--- src/rtl/dtmr_pkg.sv ---
package dtmr_pkg;

   typedef enum logic [2:0] {
      REG_LOAD   = 3'd0,
      REG_VALUE  = 3'd1,
      REG_CTRL   = 3'd2,
      REG_CLR    = 3'd3,
      REG_RAW    = 3'd4,
      REG_MASKED = 3'd5,
      REG_BG     = 3'd6,
      REG_NONE   = 3'd7
   } dtmr_reg_e;

   typedef struct packed {
      logic       run;
      logic       periodic;
      logic       irq_en;
      logic [1:0] div;
      logic       wide;
      logic       single;
   } dtmr_ctrl_t;

   // field bits {7,6,5,3,2,1,0} of the control byte
   function automatic dtmr_ctrl_t ctrl_unpack(logic [6:0] f);
      dtmr_ctrl_t c;
      c.run      = f[6];
      c.periodic = f[5];
      c.irq_en   = f[4];
      c.div      = f[3:2];
      c.wide     = f[1];
      c.single   = f[0];
      return c;
   endfunction

   function automatic logic [7:0] ctrl_pack(dtmr_ctrl_t c);
      return {c.run, c.periodic, c.irq_en, 1'b0, c.div, c.wide, c.single};
   endfunction

endpackage

--- src/rtl/dtmr_prescale.sv ---
module dtmr_prescale #(
   parameter int PRE_W   = 8,
   parameter int MID_LOG = 4
) (
   input  logic       clk,
   input  logic       rst_n,
   input  logic       run,
   input  logic       restart,
   input  logic [1:0] div,
   output logic       tick
);
   generate
      if (MID_LOG < 1 || MID_LOG >= PRE_W) begin : g_bad_mid
         $error("dtmr_prescale: MID_LOG must lie in 1..PRE_W-1");
      end
   endgenerate

   logic [PRE_W-1:0] pre_q;
   logic             mid_done;
   logic             full_done;

   assign mid_done  = &pre_q[MID_LOG-1:0];
   assign full_done = &pre_q;

   always_comb begin
      unique case (div)
         2'b00:   tick = run;
         2'b01:   tick = run && mid_done;
         default: tick = run && full_done;
      endcase
   end

   always_ff @(posedge clk or negedge rst_n) begin
      if (!rst_n)       pre_q <= '0;
      else if (restart) pre_q <= '0;
      else if (run)     pre_q <= pre_q + 1'b1;
   end
endmodule

--- src/rtl/dtmr_channel.sv ---
module dtmr_channel
   import dtmr_pkg::*;
#(
   parameter int CNT_W    = 32,
   parameter int NARROW_W = 16,
   parameter int PRE_W    = 8,
   parameter int MID_LOG  = 4
) (
   input  logic        clk,
   input  logic        rst_n,
   input  logic        wr_load,
   input  logic        wr_ctrl,
   input  logic        wr_clr,
   input  logic        wr_bg,
   input  logic [31:0] wdata,
   input  dtmr_reg_e   rsel,
   output logic [31:0] rdata,
   output logic        irq
);
   generate
      if (CNT_W > 32 || CNT_W <= NARROW_W) begin : g_bad_width
         $error("dtmr_channel: need NARROW_W < CNT_W <= 32");
      end
   endgenerate

   localparam logic [CNT_W-1:0] NARROW_MASK = {{(CNT_W-NARROW_W){1'b0}}, {NARROW_W{1'b1}}};
   localparam logic [CNT_W-1:0] ONE         = {{(CNT_W-1){1'b0}}, 1'b1};

   logic [CNT_W-1:0] load_q, cnt_q, cnt_d, mask, cur;
   dtmr_ctrl_t       ctrl_q;
   logic             raw_q, tick, hit;

   dtmr_prescale #(.PRE_W(PRE_W), .MID_LOG(MID_LOG)) u_pre (
      .clk     (clk),
      .rst_n   (rst_n),
      .run     (ctrl_q.run),
      .restart (wr_load),
      .div     (ctrl_q.div),
      .tick    (tick)
   );

   assign mask = ctrl_q.wide ? '1 : NARROW_MASK;
   assign cur  = cnt_q & mask;

   always_comb begin
      cnt_d = cnt_q;
      hit   = 1'b0;
      if (tick) begin
         if (cur != '0) begin
            cnt_d = (cur - ONE) & mask;
            hit   = (cur == ONE);
         end else if (ctrl_q.single) begin
            cnt_d = cur;
         end else if (ctrl_q.periodic) begin
            cnt_d = load_q & mask;
         end else begin
            cnt_d = mask;
         end
      end
   end

   always_ff @(posedge clk or negedge rst_n) begin
      if (!rst_n) begin
         load_q <= '1;
         cnt_q  <= '1;
         ctrl_q <= '0;
         raw_q  <= 1'b0;
      end else begin
         if (wr_load) begin
            load_q <= wdata[CNT_W-1:0];
            cnt_q  <= wdata[CNT_W-1:0];
         end else begin
            cnt_q  <= cnt_d;
            if (wr_bg) load_q <= wdata[CNT_W-1:0];
         end
         if (wr_ctrl) ctrl_q <= ctrl_unpack({wdata[7:5], wdata[3:0]});
         if (hit)         raw_q <= 1'b1;
         else if (wr_clr) raw_q <= 1'b0;
      end
   end

   assign irq = raw_q & ctrl_q.irq_en;

   always_comb begin
      rdata = '0;
      unique case (rsel)
         REG_LOAD, REG_BG: rdata[CNT_W-1:0] = load_q;
         REG_VALUE:        rdata[CNT_W-1:0] = cur;
         REG_CTRL:         rdata[7:0]       = ctrl_pack(ctrl_q);
         REG_RAW:          rdata[0]         = raw_q;
         REG_MASKED:       rdata[0]         = irq;
         default:          rdata            = '0;
      endcase
   end
endmodule

--- src/rtl/dual_dcount_timer.sv ---
module dual_dcount_timer
   import dtmr_pkg::*;
#(
   parameter int          N_TMR     = 2,
   parameter int          CNT_W     = 32,
   parameter int          NARROW_W  = 16,
   parameter int          PRE_W     = 8,
   parameter int          MID_LOG   = 4,
   parameter logic [31:0] PERIPH_ID = 32'h0047_1D52,
   parameter logic [31:0] CELL_ID   = 32'h9C3E_A061
) (
   input  logic             clk,
   input  logic             rst_n,
   input  logic             bus_sel,
   input  logic             bus_en,
   input  logic             bus_wr,
   input  logic [11:0]      bus_addr,
   input  logic [31:0]      bus_wdata,
   output logic [31:0]      bus_rdata,
   output logic [N_TMR-1:0] tmr_irq,
   output logic             tmr_irq_any
);
   localparam int          SLOT_W  = 7;
   localparam logic [6:0]  ID_SLOT = 7'h7F;

   generate
      if (N_TMR < 1 || N_TMR > 64) begin : g_bad_count
         $error("dual_dcount_timer: N_TMR must lie in 1..64");
      end
   endgenerate

   logic [SLOT_W-1:0] slot;
   dtmr_reg_e         rsel;
   logic              wr_any;
   logic [31:0]       ch_rdata [N_TMR];
   logic              unused_addr_lsb;

   assign slot            = bus_addr[11:5];
   assign rsel            = dtmr_reg_e'(bus_addr[4:2]);
   assign wr_any          = bus_sel & bus_en & bus_wr;
   assign unused_addr_lsb = ^bus_addr[1:0];

   generate
      for (genvar k = 0; k < N_TMR; k++) begin : g_ch
         logic mine;
         assign mine = wr_any && (slot == SLOT_W'(k));
         dtmr_channel #(
            .CNT_W(CNT_W), .NARROW_W(NARROW_W), .PRE_W(PRE_W), .MID_LOG(MID_LOG)
         ) u_ch (
            .clk     (clk),
            .rst_n   (rst_n),
            .wr_load (mine && rsel == REG_LOAD),
            .wr_ctrl (mine && rsel == REG_CTRL),
            .wr_clr  (mine && rsel == REG_CLR),
            .wr_bg   (mine && rsel == REG_BG),
            .wdata   (bus_wdata),
            .rsel    (rsel),
            .rdata   (ch_rdata[k]),
            .irq     (tmr_irq[k])
         );
      end
   endgenerate

   always_comb begin
      bus_rdata = '0;
      if (slot == ID_SLOT) begin
         bus_rdata[7:0] = bus_addr[4] ? CELL_ID[8*bus_addr[3:2] +: 8]
                                      : PERIPH_ID[8*bus_addr[3:2] +: 8];
      end else begin
         for (int k = 0; k < N_TMR; k++) begin
            if (slot == SLOT_W'(k)) bus_rdata = ch_rdata[k];
         end
      end
   end

   assign tmr_irq_any = |tmr_irq;
endmodule

--- config.mk ---
export PLATFORM = sky130hd
export DESIGN_NAME = dual_dcount_timer
export DESIGN_NICKNAME = d
export VERILOG_FILES = /design/src/rtl/dtmr_pkg.sv /design/src/rtl/dtmr_prescale.sv /design/src/rtl/dtmr_channel.sv /design/src/rtl/dual_dcount_timer.sv
export SDC_FILE = /design/constraint.sdc
export NUM_CORES = 1
export LEC_CHECK = 0
export BUFFER_PORTS_ARGS = -buffer_cell sky130_fd_sc_hd__buf_2
export CAP_MARGIN = 20
export CORE_MARGIN = 2
export CORE_UTILIZATION = 40
export CTS_CLUSTER_SIZE = 14
export DETAILED_ROUTE_END_ITERATION = 6
export GPL_ROUTABILITY_DRIVEN = 0
export PLACE_DENSITY = 0.66
export SETUP_SLACK_MARGIN = 0.05
export SYNTH_ARGS = -nofsm -noshare
export SYNTH_HDL_FRONTEND = slang
export SYNTH_HIERARCHICAL = 1
export SYNTH_SLANG_ARGS = --single-unit
--- constraint.sdc ---
create_clock -name clk -period 2.52 [get_ports clk]
set_clock_uncertainty 0.05 [all_clocks]
set_input_delay 0.252 -clock clk [delete_from_list [all_inputs] [get_ports clk]]
set_output_delay 0.252 -clock clk [all_outputs]
set_load 0.02 [all_outputs]
==> results of run 1 <==
==> state kept, by name, indices dropped and copies added, names as in the netlist <==
signal / cells
g_ch.u_ch/u_pre/pre_q: 16
g_ch.u_ch/ctrl_q: 14
g_ch.u_ch/load_q: 64
g_ch.u_ch/cnt_q: 64
g_ch.u_ch/raw_q: 2
==> power by group <==
| part | internal, mW | total, mW | switching, mW |
|---|---|---|---|
| registers | 2.77 | 2.93 | 0.166 |
| clock network | 1.67 | 2.80 | 1.13 |
| logic | 0.853 | 2.08 | 1.23 |
==> kinds of logic after synthesis <==
| group | count (synthesis) | share of synthesized area |
|---|---|---|
| AOI/OAI and AO/OA | 436 | 0.247 |
| xor gates and xnor gates | 32 | 0.0236 |
| adders and majority gates | 11 | 0.0116 |
| buffers and inverters | 150 | 0.0545 |
| DFF | 160 | 0.351 |
| muxes | 152 | 0.137 |
| and+or+nand+nor | 396 | 0.176 |
==> cells in the final DEF, fill, tap and decap left out, drive strengths merged, types with 8 or more instances in the layout <==
cell    count
buf       250
o21ai     133
dfstp     128
nor2      104
nand2      95
a21oi      81
mux2       78
mux2i      74
inv        36
o22ai      33
dfrtp      32
nand3      32
a22o       31
nor3       29
nor4       26
clkbuf     21
xnor2      20
and3       20
or3        18
o31ai      18
a22oi      16
or4        15
xor2       12
o31a       12
nand4      12
and2       12
o211ai     11
o21a       11
ha         11
or2        10
o221ai      8
==> metrics by stage <==
step                      setup TNS [ps]   util  power [mW]  hold slack (ps)  setup WS (ps)
after floorplan                        0      -        4.07            -93.6           7.21
after global placement             -5000  0.462        4.84              210           -217
after detailed placement           -3270  0.462        4.86              207           -166
after CTS                              0  0.488        7.71             44.0           8.72
after global routing               -74.4  0.497        8.13             51.1          -70.7
final                                  0  0.497        7.81             63.3           51.7
==> layer usage <==
metal	part of all wire	vias to the layer above	GRT usage
met5	0	-	0
met4	0.049	0	0.142
li1	-	5323	-
met2	0.46	642	0.430
met1	0.41	5754	0.354
met3	0.079	143	0.0431
==> repair_timing <==
action                     CTS  global route
resized for setup           26            39
hold endpoints to repair    26             0
pin swaps                    2             9
hold buffers                 1             0
gates cloned                 0             1
setup endpoints to repair   50            73
setup buffers                1            11
==> area by class of cell <==
cell class | instances | share of cell area
multi-input combinational | 1027 | 0.503
tap | 390 | 0.0334
timing repair buffer | 252 | 0.126
sequential | 160 | 0.285
clock buffer | 20 | 0.0299
clock inverter | 12 | 0.0126
inverter | 35 | 0.00925
==> worst max path at each step <==
| stage | from | end | cells after the start |
|---|---|---|---|
| finish | g_ch[0].u_ch/cnt_q[19]$_DFFE_PN1P_ | g_ch[0].u_ch/cnt_q[25]$_DFFE_PN1P_ | 6 |
| global route | g_ch[0].u_ch/cnt_q[6]$_DFFE_PN1P_ | g_ch[0].u_ch/cnt_q[25]$_DFFE_PN1P_ | 6 |
| CTS | g_ch[0].u_ch/cnt_q[0]$_DFFE_PN1P_ | g_ch[0].u_ch/cnt_q[26]$_DFFE_PN1P_ | 9 |
| detailed placement | g_ch[0].u_ch/cnt_q[0]$_DFFE_PN1P_ | g_ch[0].u_ch/cnt_q[26]$_DFFE_PN1P_ | 9 |
| global placement | g_ch[0].u_ch/cnt_q[0]$_DFFE_PN1P_ | g_ch[0].u_ch/cnt_q[26]$_DFFE_PN1P_ | 9 |
| floorplan | g_ch[0].u_ch/cnt_q[5]$_DFFE_PN1P_ | g_ch[0].u_ch/cnt_q[25]$_DFFE_PN1P_ | 8 |
==> flow_summary.ini, run 1 <==
[critical_path]
crit_fanout = 7
cpLargestDelayFamily = simple AND/OR/NAND/NOR gates
regToRegSetupSlack_ps = 50
r2r-end = g_ch[0].u_ch/cnt_q[25]$_DFFE_PN1P_
path_cells = or4_4, or3_4, a2111oi_4, xnor2_1, mux2i_1, a221o_1
cpMaxStageDelayCell = or4_4
required_ps = 2830
slowest_delay_ps = 590
rr_startpoint = g_ch[0].u_ch/cnt_q[19]$_DFFE_PN1P_
rr_worst_depth = 6
path_buf_inv = 0
crit_type = flop to flop
critPathArrivalTime_ps = 2780
start_kind = flop
critPathCaptureType = flop

[synthesis]
synth-edff-count = 0
ys_types = 85
yosysTopAreaCellShare = 0.284
async_flop_share = 1.00
ys_ff_latch = 160
syn_area_per_cell_um2 = 8.87
synthTopCellsByCount = dfstp_2, o21ai_0, nor2_1, nand2_1
syn_nets = 1397
synth_ff_type = dfstp_2
synth.most_common_cell = dfstp_2
netlist_instances = 1337
yosys_warnings = 6
synth_top_area_cell = dfstp_2
synth.top_cells.by_area = dfstp_2, mux2_2, dfrtp_1
mappedNetlistArea_um2 = 11900
yosysSeqAreaShare = 0.351

[cts]
htree_levels = 4
clk_path_buf_depth = 2
cts_tree = done
insertion_delay_ps = 440
numCtsBuffers = 17
cts_sinks = 160
cts.clk_slew.worst_paths_ps = 60
root_buffer = clkbuf_16

[drt]
drt-total-wl_um = 41900
drcViolationCount = 0
dr.pass1.iters = 6
ant_nets = 0
vias = 11900
vias_per_cell = 6.26
wl_per_cell_um = 22.1
drt_iter0_drc = 1174

[timing]
setup_violations = 0
maxSlewHeadroom = 0.303
tightest_slew_ps = 1040
final.min_clock_period_ps = 2470
fmax_mhz = 405
drv_slew = 0
min_period_over_period = 0.979
rsz0062_at_grt = true
finalHoldViolCount = 0

[place]
portBuffers = 81
place_inst = 1850
place_area_um2 = 13600
dp_hpwl_um = 30100

[die]
die_height_um = 176
die_x_um = 176
start_util = 0.403
floorplan.io_pins = 84
die_area_um2 = 31000
rows = 63
core_um2 = 29400

[global_routing]
antenna_found_initial = 1
grt_pass1_wl_um = 65800
track_usage = 0.270
grt_pass1_vias = 11700
grt_overflow = 0
grt_max_degree = 61

[cells_and_area]
num-nets-final = 1553
fillers = 2669
layoutNonFillerInstCount = 1896
drive_above_1_share = 0.378
area_growth_pct = 23.2
final_area_um2 = 14600
regArea_um2 = 4170
multi_input_area_um2 = 7350
diodes = 0

[hold_path]
hold_path_depth = 2
hp-start = bus_wdata[26]
whs_endpoint = g_ch[0].u_ch/cnt_q[26]$_DFFE_PN1P_
hp-class = primary input to flop

[pwr]
p_leak_nw = 5.92
power_density_nw_per_um2 = 535
ir_worst_vdd_mv = 0.499

[flow_run]
maxCapViolations = 0

[run_status]
status = completed
(Power assumes the default switching activity.)
==> run 2: changes to the inputs <==
Settings changed: REMOVE_ABC_BUFFERS from default to 1.
==> flow_summary.ini, run 2 (synthesis results as in run 1) <==
[critical_path]
critPathArrivalTime_ps = 2840
regToRegSetupSlack_ps = 2
crit_fanout = 5
critPathCaptureType = flop
rr_worst_depth = 8
required_ps = 2840
r2r-end = g_ch[0].u_ch/cnt_q[25]$_DFFE_PN1P_
start_kind = flop
rr_startpoint = g_ch[0].u_ch/cnt_q[16]$_DFFE_PN1P_
crit_type = flop to flop

[timing]
rsz0062_at_grt = true
fmax_mhz = 397
min_period_over_period = 0.999
maxSlewHeadroom = 0.324
final.min_clock_period_ps = 2520
drv_slew = 0
finalHoldViolCount = 0
setup_violations = 0
tightest_slew_ps = 1010

[cells_and_area]
final_area_um2 = 14800
reg.largest.list = g_ch.u_ch/cnt_q: 64 flops, g_ch.u_ch/load_q: 64 flops, g_ch.u_ch/u_pre/pre_q: 16 flops
final_cell_mix = buf_4, dfstp_2, o21ai_0
final_common_cell = buf_4
num-nets-final = 1570
area_growth_pct = 24.7
drive_above_1_share = 0.392
fin_util = 0.503

[hold_path]
hold_path_depth = 2
hp-class = primary input to flop
whs_endpoint = g_ch[0].u_ch/cnt_q[26]$_DFFE_PN1P_
hp-start = bus_wdata[26]

[die]
core_um2 = 29400
start_util = 0.403
die_x_um = 176
die_height_um = 176
floorplan.io_pins = 84
die_area_um2 = 31000
rows = 63

[drt]
vias_per_cell = 6.34
dr.pass1.iters = 6
ant_nets = 0
wl_per_cell_um = 22.5
drt_iter0_drc = 1441
vias = 12100
drcViolationCount = 0
drt-total-wl_um = 43100

[cts]
numCtsBuffers = 17
htree_levels = 4
insertion_delay_ps = 440
clk_path_buf_depth = 2
root_buffer = clkbuf_16
cts_tree = done
cts.clk_slew.worst_paths_ps = 70
cts_sinks = 160

[place]
place_area_um2 = 13700
dp_hpwl_um = 30900
portBuffers = 81

[global_routing]
track_usage = 0.276
grt_max_degree = 70
grt_pass1_wl_um = 66200
grt_pass1_vias = 11400
antenna_found_initial = 1
grt_overflow = 0

[pwr]
ir_worst_vdd_mv = 0.505
power_density_nw_per_um2 = 525
p_leak_nw = 6.05

[run_status]
status = completed

[flow_run]
maxCapViolations = 0
[run 2: worst max path at each step]
stage | startpoint | to | slack (ps) | cells after the start
2_1_floorplan | bus_addr[8] | g_ch[1].u_ch/load_q[0]$_DFFE_PN1P_ | -5880 | 5
3_3_place_gp | g_ch[0].u_ch/cnt_q[19]$_DFFE_PN1P_ | g_ch[0].u_ch/cnt_q[26]$_DFFE_PN1P_ | -70 | 7
3_5_place_dp | g_ch[0].u_ch/cnt_q[0]$_DFFE_PN1P_ | g_ch[0].u_ch/cnt_q[26]$_DFFE_PN1P_ | -140 | 9
4_1_cts | g_ch[0].u_ch/cnt_q[19]$_DFFE_PN1P_ | g_ch[0].u_ch/cnt_q[26]$_DFFE_PN1P_ | 50 | 7
5_1_grt | g_ch[0].u_ch/cnt_q[6]$_DFFE_PN1P_ | g_ch[0].u_ch/cnt_q[17]$_DFFE_PN1P_ | -30 | 7
6_report | g_ch[0].u_ch/cnt_q[16]$_DFFE_PN1P_ | g_ch[0].u_ch/cnt_q[25]$_DFFE_PN1P_ | 2 | 8
[run 2: per-stage QoR]
step	std cells	hold WS (ps)	setup WS (ps)	TNS (ps)	power (mW)
after floorplan	1222	-93.6	-5880	-511420	3.99
after global placement	1867	258	-67.0	-277	4.88
after detailed placement	1867	256	-139	-658	4.92
after global routing	1913	33.3	-27.7	-56.1	8.08
final	1914	44.9	2.33	0	7.77
after CTS	1902	22.5	48.0	0	7.63
[run 2: what timing repair did]
action                     CTS  global route
gates cloned                 0             1
pin swaps                    5            29
hold buffers                 1             0
setup endpoints to repair   67            86
setup buffers                2            10
hold endpoints to repair    17             0
gates resized for setup     30            72
[run 2: power by group]
group          switching, mW  internal [mW]
sequential             0.171           2.77
combinational           1.27          0.917
clock                   1.15           1.49
[run 2: layout make-up]
type	instances	area (um^2)
diodes	1	2.50
clock buffers	20	447
clock inverters	12	134
fillers	2693	14600
inverters	35	135
multi-input cells	1027	7400
flip-flops and latches	160	4170
well taps	390	488
repair buffers	269	2010
[run 2: routing by layer]
layer  track usage  share of wire
met3        0.0521          0.098
met2         0.419           0.45
met4         0.102          0.036
met1         0.389           0.42
met5             0              0
[run 2: critical path, cell delays in order, from the launching register on]
cell and delay (ps):
dfstp_2 380, or4_4 570, or2_4 270, o41ai_4 330, buf_4 210, nand2_4 70, buf_12 140, mux2i_1 110
a221o_1 330
